[config.mk]
export PLATFORM = sky130hd
export DESIGN_NAME = gsi_irq_hub
export DESIGN_NICKNAME = d
export VERILOG_FILES = /design/src/rtl/gsi_pkg.sv /design/src/rtl/gsi_live_eval.sv /design/src/rtl/gsi_edge_act.sv /design/src/rtl/gsi_tick_gen.sv /design/src/rtl/gsi_latch_bank.sv /design/src/rtl/gsi_irq_hub.sv
export SDC_FILE = /design/constraint.sdc
export NUM_CORES = 1
export LEC_CHECK = 0
export ABC_AREA = 1
export BUFFER_PORTS_ARGS = -buffer_cell sky130_fd_sc_hd__buf_4
export CORE_ASPECT_RATIO = 1.5
export CORE_MARGIN = 2
export CORE_UTILIZATION = 46
export CTS_BUF_LIST = sky130_fd_sc_hd__clkbuf_4 sky130_fd_sc_hd__clkbuf_8 sky130_fd_sc_hd__clkbuf_16
export DETAILED_ROUTE_END_ITERATION = 12
export GPL_TIMING_DRIVEN = 0
export HOLD_SLACK_MARGIN = 0.05
export PLACE_DENSITY = 0.79
export SLEW_MARGIN = 5
export SYNTH_ARGS = -nofsm -noshare
export SYNTH_HDL_FRONTEND = slang
export SYNTH_HIERARCHICAL = 1
export SYNTH_SLANG_ARGS = --single-unit
[constraint.sdc]
create_clock -name clk -period 1.9 [get_ports clk]
set_clock_uncertainty 0.1 [all_clocks]
set_input_delay 0 -clock clk [delete_from_list [all_inputs] [get_ports clk]]
set_output_delay 0 -clock clk [all_outputs]
set_load 0.02 [all_outputs]
[src/rtl/gsi_pkg.sv]
package gsi_pkg;
   localparam int unsigned BIT_UPD  = 0;
   localparam int unsigned BIT_LOL  = 1;
   localparam int unsigned BIT_SEC  = 2;
   localparam int unsigned BIT_REF  = 3;
   localparam int unsigned BIT_8K   = 4;
   localparam int unsigned NUM_LAT  = 5;
   localparam int unsigned NUM_LIVE = 2;

   typedef logic [NUM_LAT-1:0]  lat_vec_t;
   typedef logic [NUM_LIVE-1:0] live_vec_t;
endpackage

[src/rtl/gsi_live_eval.sv]
module gsi_live_eval
   import gsi_pkg::*;
#(
   parameter int unsigned NPORT = 4,
   parameter int unsigned NPLL  = 3
) (
   input  logic             clk,
   input  logic             rst_n,
   input  logic [NPORT-1:0] port_upd_done,
   input  logic [NPORT-1:0] port_gmode,
   input  logic [NPLL-1:0]  pll_locked,
   output live_vec_t        live_q,
   output live_vec_t        rise
);
   if (NPORT < 1) begin : g_bad_nport
      $error("gsi_live_eval: NPORT must be at least 1");
   end
   if (NPLL < 1) begin : g_bad_npll
      $error("gsi_live_eval: NPLL must be at least 1");
   end

   logic [NPORT-1:0] port_ok;
   live_vec_t        live_d;
   live_vec_t        prev_q;

   for (genvar p = 0; p < NPORT; p++) begin : g_port
      assign port_ok[p] = port_upd_done[p] | ~port_gmode[p];
   end

   assign live_d[BIT_UPD] = (&port_ok) & (|port_gmode);
   assign live_d[BIT_LOL] = ~(&pll_locked);

   always_ff @(posedge clk or negedge rst_n) begin
      if (!rst_n) begin
         live_q <= '0;
         prev_q <= '0;
      end else begin
         live_q <= live_d;
         prev_q <= live_q;
      end
   end

   assign rise = live_q & ~prev_q;

   p_upd_none_r1: assert property (@(posedge clk) disable iff (!rst_n)
      (port_gmode == '0) |=> !live_q[BIT_UPD]);

   p_lol_clear_r2: assert property (@(posedge clk) disable iff (!rst_n)
      (&pll_locked) |=> !live_q[BIT_LOL]);
endmodule

[src/rtl/gsi_edge_act.sv]
module gsi_edge_act #(
   parameter int unsigned STAGES = 2
) (
   input  logic clk,
   input  logic rst_n,
   input  logic din,
   output logic act
);
   if (STAGES < 2) begin : g_bad_stages
      $error("gsi_edge_act: STAGES must be at least 2");
   end

   logic [STAGES:0] sync_q;

   always_ff @(posedge clk or negedge rst_n) begin
      if (!rst_n) sync_q <= '0;
      else        sync_q <= {sync_q[STAGES-1:0], din};
   end

   assign act = sync_q[STAGES-1] ^ sync_q[STAGES];
endmodule

[src/rtl/gsi_tick_gen.sv]
module gsi_tick_gen #(
   parameter int unsigned TICK_CYCLES = 1000
) (
   input  logic clk,
   input  logic rst_n,
   output logic tick
);
   if (TICK_CYCLES < 1) begin : g_bad_tick
      $error("gsi_tick_gen: TICK_CYCLES must be at least 1");
   end

   if (TICK_CYCLES == 1) begin : g_every
      assign tick = 1'b1;
   end else begin : g_count
      localparam int unsigned CW = $clog2(TICK_CYCLES);
      localparam logic [CW-1:0] LAST = CW'(TICK_CYCLES - 1);
      logic [CW-1:0] cnt_q;

      always_ff @(posedge clk or negedge rst_n) begin
         if (!rst_n)            cnt_q <= '0;
         else if (cnt_q == LAST) cnt_q <= '0;
         else                   cnt_q <= cnt_q + 1'b1;
      end

      assign tick = (cnt_q == LAST);

      p_cnt_range_r4: assert property (@(posedge clk) disable iff (!rst_n)
         cnt_q <= LAST);

      p_tick_spacing_r4: assert property (@(posedge clk) disable iff (!rst_n)
         tick |=> !tick);
   end
endmodule

[src/rtl/gsi_latch_bank.sv]
module gsi_latch_bank
   import gsi_pkg::*;
(
   input  logic     clk,
   input  logic     rst_n,
   input  lat_vec_t set_vec,
   input  lat_vec_t clr_vec,
   input  lat_vec_t bit_ie,
   output lat_vec_t lat_q,
   output logic     sum
);
   always_ff @(posedge clk or negedge rst_n) begin
      if (!rst_n) lat_q <= '0;
      else        lat_q <= (lat_q & ~clr_vec) | set_vec;
   end

   assign sum = |(lat_q & bit_ie);

   p_w1c_clear_r7: assert property (@(posedge clk) disable iff (!rst_n)
      (|(clr_vec & ~set_vec)) |=> ((lat_q & $past(clr_vec & ~set_vec)) == '0));

   p_set_wins_r7: assert property (@(posedge clk) disable iff (!rst_n)
      (|set_vec) |=> ((lat_q & $past(set_vec)) == $past(set_vec)));

   p_sum_needs_enable_r8: assert property (@(posedge clk) disable iff (!rst_n)
      sum |-> (bit_ie != '0));
endmodule

[src/rtl/gsi_irq_hub.sv]
module gsi_irq_hub
   import gsi_pkg::*;
#(
   parameter int unsigned ADDR_W      = 8,
   parameter int unsigned DATA_W      = 16,
   parameter int unsigned NPORT       = 4,
   parameter int unsigned NPLL        = 3,
   parameter int unsigned SYNC_STAGES = 2,
   parameter int unsigned TICK_CYCLES = 1000,
   parameter logic [ADDR_W-1:0] LIVE_OFS = ADDR_W'('h14),
   parameter logic [ADDR_W-1:0] LAT_OFS  = ADDR_W'('h16)
) (
   input  logic              clk,
   input  logic              rst_n,
   input  logic [ADDR_W-1:0] bus_addr,
   input  logic              bus_wr,
   input  logic [DATA_W-1:0] bus_wdata,
   output logic [DATA_W-1:0] bus_rdata,
   input  logic [NPORT-1:0]  port_upd_done,
   input  logic [NPORT-1:0]  port_gmode,
   input  logic [NPLL-1:0]   pll_locked,
   input  logic              pll_ref_in,
   input  logic              ref8k_in,
   input  logic              ref8k_mon_en,
   input  logic [4:0]        lat_ie,
   input  logic              sum_ie,
   output logic              sum_status,
   output logic              irq_n
);
   if (DATA_W < NUM_LAT) begin : g_bad_width
      $error("gsi_irq_hub: DATA_W too narrow for the latched bits");
   end
   if (LIVE_OFS == LAT_OFS) begin : g_bad_ofs
      $error("gsi_irq_hub: register offsets must differ");
   end

   live_vec_t live_q;
   live_vec_t rise;
   logic      act_ref;
   logic      act_8k;
   logic      tick;
   lat_vec_t  set_vec;
   lat_vec_t  clr_vec;
   lat_vec_t  lat_q;
   logic      lat_hit;
   logic      unused_wdata;

   gsi_live_eval #(.NPORT(NPORT), .NPLL(NPLL)) i_live (
      .clk(clk), .rst_n(rst_n),
      .port_upd_done(port_upd_done), .port_gmode(port_gmode),
      .pll_locked(pll_locked), .live_q(live_q), .rise(rise)
   );

   gsi_edge_act #(.STAGES(SYNC_STAGES)) i_act_ref (
      .clk(clk), .rst_n(rst_n), .din(pll_ref_in), .act(act_ref)
   );

   gsi_edge_act #(.STAGES(SYNC_STAGES)) i_act_8k (
      .clk(clk), .rst_n(rst_n), .din(ref8k_in), .act(act_8k)
   );

   gsi_tick_gen #(.TICK_CYCLES(TICK_CYCLES)) i_tick (
      .clk(clk), .rst_n(rst_n), .tick(tick)
   );

   always_comb begin
      set_vec          = '0;
      set_vec[BIT_UPD] = rise[BIT_UPD];
      set_vec[BIT_LOL] = rise[BIT_LOL];
      set_vec[BIT_SEC] = tick;
      set_vec[BIT_REF] = act_ref;
      set_vec[BIT_8K]  = act_8k & ref8k_mon_en;
   end

   assign lat_hit      = bus_wr && (bus_addr == LAT_OFS);
   assign clr_vec      = lat_hit ? bus_wdata[NUM_LAT-1:0] : '0;
   assign unused_wdata = ^bus_wdata[DATA_W-1:NUM_LAT];

   gsi_latch_bank i_bank (
      .clk(clk), .rst_n(rst_n), .set_vec(set_vec), .clr_vec(clr_vec),
      .bit_ie(lat_ie), .lat_q(lat_q), .sum(sum_status)
   );

   always_comb begin
      bus_rdata = '0;
      if (bus_addr == LIVE_OFS)     bus_rdata[NUM_LIVE-1:0] = live_q;
      else if (bus_addr == LAT_OFS) bus_rdata[NUM_LAT-1:0]  = lat_q;
   end

   assign irq_n = ~(sum_status & sum_ie);

   p_rise_capture_r3: assert property (@(posedge clk) disable iff (!rst_n)
      $rose(live_q[BIT_LOL]) |=> lat_q[BIT_LOL]);

   p_8k_gate_r6: assert property (@(posedge clk) disable iff (!rst_n)
      (!lat_q[BIT_8K] && !ref8k_mon_en) |=> !lat_q[BIT_8K]);

   p_irq_needs_latch_r9: assert property (@(posedge clk) disable iff (!rst_n)
      !irq_n |-> (lat_q != '0));

   p_irq_needs_sum_r9: assert property (@(posedge clk) disable iff (!rst_n)
      !irq_n |-> (sum_ie && sum_status));
endmodule

Word level (Yosys, flattened, before mapping)
Index checks and enable logic that the tools add are counted.

word-level totals
  register bits = 25
  input bits = 47
  output and inout port bits = 18
  logic and storage cells = 41

cells by class
  $add $sub $neg = 1
  eq/ne operators = 3
  muxes and demuxes = 5
  bitwise operators = 21
  reductions and logical operators = 5

operators by type and width
  kind                                                                    count
  8-bit by 5-bit equality test with 1-bit output (second input constant)  2
  10-bit by 1-bit adder with 10-bit output (second input constant)        1
  5-bit bitwise AND                                                       2
  10-bit equality test (second input constant)                            1
  10-bit two-way mux                                                      1
  5-bit two-way mux                                                       2
  1-bit inverter                                                          6
  5-bit inverter                                                          1
  5-bit OR                                                                1
  5-bit OR reduction                                                      1
  1-bit OR                                                                4
  4-bit AND reduction                                                     1
  4-bit OR reduction                                                      1
  1-bit bitwise AND                                                       3
  3-bit two-way mux                                                       1
  3-bit AND reduction                                                     1
  2-bit bitwise AND                                                       1
  2-bit two-way mux                                                       1
  2-bit inverter                                                          1
  1-bit bitwise XOR                                                       2
  1-bit logical AND                                                       1

Depth between registers and ports, before layout
  depth in word-level cells = 6
  mapped depth = 6
  mapped depth without buffers = 6

Hierarchy
Netlist, hierarchy kept.

by module, submodules not included
  module          times used  cells each  area each (µm²)  sequential area each (µm²)
  gsi_tick_gen    1           67          529.3            250.2
  gsi_irq_hub     1           54          285.3            0.0
  gsi_latch_bank  1           26          222.7            125.1
  gsi_edge_act    2           8           93.8             75.1
  gsi_live_eval   1           22          171.4            100.1

Worst setup path after synthesis
Ideal clock, no wire load.

  path type = reg-to-reg
  start point = reg i_tick.g_count.cnt_q[0]
  end point = reg i_bank.lat_q[2]
  setup time = 0.124 ns
  arrival time = 1.091 ns
  required time = 1.676 ns
  path slack = 0.585 ns
  stages on the path, launching flop included = 7
  buffers on the path = 0
  period minus slack after synthesis = 1.315 ns
  path through = dfrtp_1 ha_1 nand2_2 nor2_2 nand3_2 clkinv_2 o21bai_1

on the way
  longest elaborated chain between the ends = 2

ends and longest elaborated chain
  element                 line                  source
  start, declared         gsi_tick_gen.sv:17    logic [CW-1:0] cnt_q;
  start signal, assigned  gsi_tick_gen.sv:22    else cnt_q <= cnt_q + 1'b1;
  10-bit equality test    gsi_tick_gen.sv:25    assign tick = (cnt_q == LAST);
  via set_vec[2]          gsi_irq_hub.sv:42     lat_vec_t set_vec;
  5-bit OR                gsi_latch_bank.sv:14  else lat_q <= (lat_q & ~clr_vec) | set_vec;
  end signal, assigned    gsi_latch_bank.sv:14
  end, declared           gsi_latch_bank.sv:9   output lat_vec_t lat_q,

The timed path passes the listed nets, and every way through them passes these cells.

Worst setup path in the final report
  start point = reg i_act_8k.sync_q[1]
  end point = reg i_bank.lat_q[4]

on the way
  longest elaborated chain between the ends = 3

ends and longest elaborated chain
  element                 line                  source
  start, declared         gsi_edge_act.sv:13    logic [STAGES:0] sync_q;
  start signal, assigned  gsi_edge_act.sv:17    else sync_q <= {sync_q[STAGES-1:0], din};
  1-bit bitwise XOR       gsi_edge_act.sv:20    assign act = sync_q[STAGES-1] ^ sync_q[STAGES];
  via act_8k              gsi_irq_hub.sv:40     logic act_8k;
  1-bit bitwise AND       gsi_irq_hub.sv:72     set_vec[BIT_8K] = act_8k & ref8k_mon_en;
  via set_vec[4]          gsi_irq_hub.sv:42
  5-bit OR                gsi_latch_bank.sv:14

The timed path passes the listed nets, and every way through them passes these cells.

==> impl_metrics.env <==
export IMPL_crit_path_end_kind="flop"
export IMPL_worstSetupPathType="flop to flop"
export IMPL_synth_cells=185
export IMPL_io_pins=65
export IMPL_vias=1261
export IMPL_yosys_top_cells_area="dfrtp_1, nand2_1, inv_1"
export IMPL_row_count=24
export IMPL_post_cts_setup_buffer_count=0
export IMPL_synth_edf_count=0
export IMPL_drtPass1Iterations=4
export IMPL_die_height_um=71.5
export IMPL_rrSetupSlack_ns=0.41
export IMPL_yosysSeqAreaShare=0.448
export IMPL_vias_per_cell=4.19
export IMPL_preCtsSetupSlack_ns=0.463
export IMPL_status="completed"
export IMPL_clk_pin_slew_worst_paths_ns=0.09
export IMPL_clk_path_buf_depth=2
export IMPL_period_needed_ns=1.49
export IMPL_design_die_area_um2=3500
export IMPL_grt_pass1_wl_mm=4.94
export IMPL_area_growth_pct=47.3
export IMPL_grt_total_usage=0.183
export IMPL_ys_top_cells_by_count="nand2_1, inv_1, dfrtp_1, nor2_1, buf_4"
export IMPL_grt_pass1_vias=1279
export IMPL_route_detailed_drc=0
export IMPL_place_hpwl_mm=2.02
export IMPL_clock_root_buffer="clkbuf_8"
export IMPL_min_period_over_period=0.787
export IMPL_p_per_area_nw_per_um2=509
export IMPL_max_freq_mhz=669
export IMPL_r2r_cells=6
export IMPL_async_reset_ff_frac=1.00
export IMPL_port_buffers=42
export IMPL_crit_start="i_act_8k/sync_q[1]"
export IMPL_hold_class="input pin to async pin"
export IMPL_wl_per_cell_um=9.51
export IMPL_rsz0062_at_grt="false"
export IMPL_core_um2=2910
export IMPL_ctsHtreeMaxLevel=1
export IMPL_clock_latency_ns=0.26
export IMPL_holdWs_ns=0.0564
export IMPL_rr_startpoint="i_act_8k/sync_q[1]"
export IMPL_grt_overflow=0
export IMPL_final_cells=301
export IMPL_nFillCells=227
export IMPL_crit_arrival_ns=1.55
export IMPL_synth_warnings=6
export IMPL_maxSlewViolCount=0
export IMPL_ys_flop_type="dfrtp_1"
export IMPL_synth_top_cell_by_area="dfrtp_1"
export IMPL_multiInputGateArea_um2=571
export IMPL_yosysTopAreaCellShare=0.448
export IMPL_antenna_found_initial=0
export IMPL_finalSetupViolCount=0
export IMPL_startpoint_type="flop"
export IMPL_syn_avg_cell_area_um2=7.55
export IMPL_ys_types=19
export IMPL_gp_congestion=0.788
export IMPL_initial_core_util=0.479
export IMPL_dp_cells=276
export IMPL_ir_drop_v=0.000422
export IMPL_hold_viol_final=0
export IMPL_total_power_uw=1050
export IMPL_crit_end="i_bank/lat_q[4]"
export IMPL_ys_ff_latch=25
export IMPL_fin_nets=311
export IMPL_cts_made_buffers=3
export IMPL_cap_viol_max_count=0
export IMPL_regArea_um2=626
export IMPL_grt_max_degree=26
export IMPL_ant_nets=0
export IMPL_antennaDiodeCount=0
export IMPL_synth_most_common_cell="nand2_1"
export IMPL_numClockSinks=25
export IMPL_finalWorstSetupSlack_ns=0.405
export IMPL_reg2reg_to="i_bank/lat_q[4]"
export IMPL_drt_iter0_drc=9
export IMPL_cp_max_fo=3
export IMPL_synth_area_um2=1400
export IMPL_routed_wirelength_mm=2.86
export IMPL_die_x_um=49.0
export IMPL_p_leak_uw=0.00120
export IMPL_cts_tree="built"
export IMPL_drive_gt1_frac=0.294
export IMPL_worstPathRequired_ns=1.95
export IMPL_finalSetupTns_ns=0
-- state kept, by name (all words and copies together), names as in the netlist --
name and cells:
i_tick/g_count.cnt_q 10, i_act_ref/sync_q 3, i_live/prev_q 2, i_bank/lat_q 5, i_act_8k/sync_q 3, i_live/live_q 2
-- cell families after synthesis --
group / count (synthesis) / share of synthesized area
other: 1 / 0.00269
buffers and inverters: 52 / 0.170
AND/OR/NAND/NOR: 95 / 0.315
flip-flops: 25 / 0.448
XOR/XNOR: 2 / 0.0125
AO/OA/AOI/OAI: 9 / 0.0430
adder cells (fa/ha/maj): 1 / 0.00896
-- metal layers --
metal / global-route usage / wire, um / vias up / part of all wire
li1: - / - / 672 / -
met5: 0 / 0 / - / 0
met3: 0.0292 / 145 / 6 / 0.051
met4: 0.0984 / 80 / 0 / 0.028
met1: 0.175 / 1100 / 536 / 0.39
met2: 0.362 / 1540 / 47 / 0.54
-- timing repair --
item,4_1_cts,5_1_grt
hold endpoints to repair,34,1
hold buffers,21,2
gates resized for setup,0,0
endpoints found under the setup margin,0,1
-- placed cells by master, fill, tap and decap left out --
cell type | netlist | layout
clkbuf_8 | 0 | 3
a21oi_1 | 2 | 2
o21bai_1 | 6 | 6
nand3_2 | 2 | 2
inv_2 | 2 | 2
nor2_2 | 7 | 7
conb_1 | 1 | 11
clkinvlp_4 | 0 | 1
nor2_4 | 2 | 2
inv_1 | 38 | 38
nand3_1 | 9 | 9
o21ai_0 | 1 | 1
nor2_1 | 25 | 25
nand2_1 | 44 | 44
dlygate4sd3_1 | 0 | 21
buf_4 | 11 | 53
nand2_2 | 5 | 5
ha_1 | 1 | 1
dfrtp_1 | 25 | 25
xor2_1 | 2 | 2
clkinv_2 | 1 | 1
nand3_4 | 1 | 1
-- worst min path at each step --
| stage | cells past startpoint | end | from | slack [ns] |
|---|---|---|---|---|
| after floorplan | 0 | i_act_8k/sync_q[0] | rst_n | -0.40 |
| after global placement | 1 | i_tick/g_count.cnt_q[7] | rst_n | -0.18 |
| after detailed placement | 1 | i_tick/g_count.cnt_q[7] | rst_n | -0.18 |
| after CTS | 2 | i_tick/g_count.cnt_q[1] | rst_n | 0.06 |
| after global routing | 2 | i_tick/g_count.cnt_q[1] | rst_n | 0.1 |
| final | 2 | i_tick/g_count.cnt_q[7] | rst_n | 0.06 |
-- stage by stage --
| stage | cell area [um2] | util |
|---|---|---|
| 2_1_floorplan | 1430 | - |
| 3_3_place_gp | 1800 | 0.617 |
| 3_5_place_dp | 1800 | 0.617 |
| 4_1_cts | 2060 | 0.706 |
| 5_1_grt | 2060 | 0.706 |
| 6_report | 2060 | 0.706 |
-- where the power goes --
| group | switching (uW) | internal [uW] | total [uW] | leakage [uW] |
|---|---|---|---|---|
| registers | 7.31 | 545 | 552 | 0.000284 |
| logic | 76.6 | 102 | 178 | 0.000892 |
| clock network | 168 | 148 | 316 | 0.0000217 |
-- cell type report --
cell class              instances  share of cell area
inverters                      41              0.0754
flip-flops and latches         25               0.304
well taps                      39              0.0237
multi-input cells             118               0.277
repair buffers                 63               0.255
clock inverters                 1             0.00365
clock buffers                   3              0.0201
plain buffers                  11              0.0401
-- critical path, stage by stage (launching register included) --
cell and delay (ns):
dfrtp_1 0.40, nand2_1 0.07, nand2_1 0.05, nand2_1 0.06, inv_1 0.03, o21bai_1 0.13, dlygate4sd3_1 0.55
Note: power is estimated with default switching activity, not from simulation.
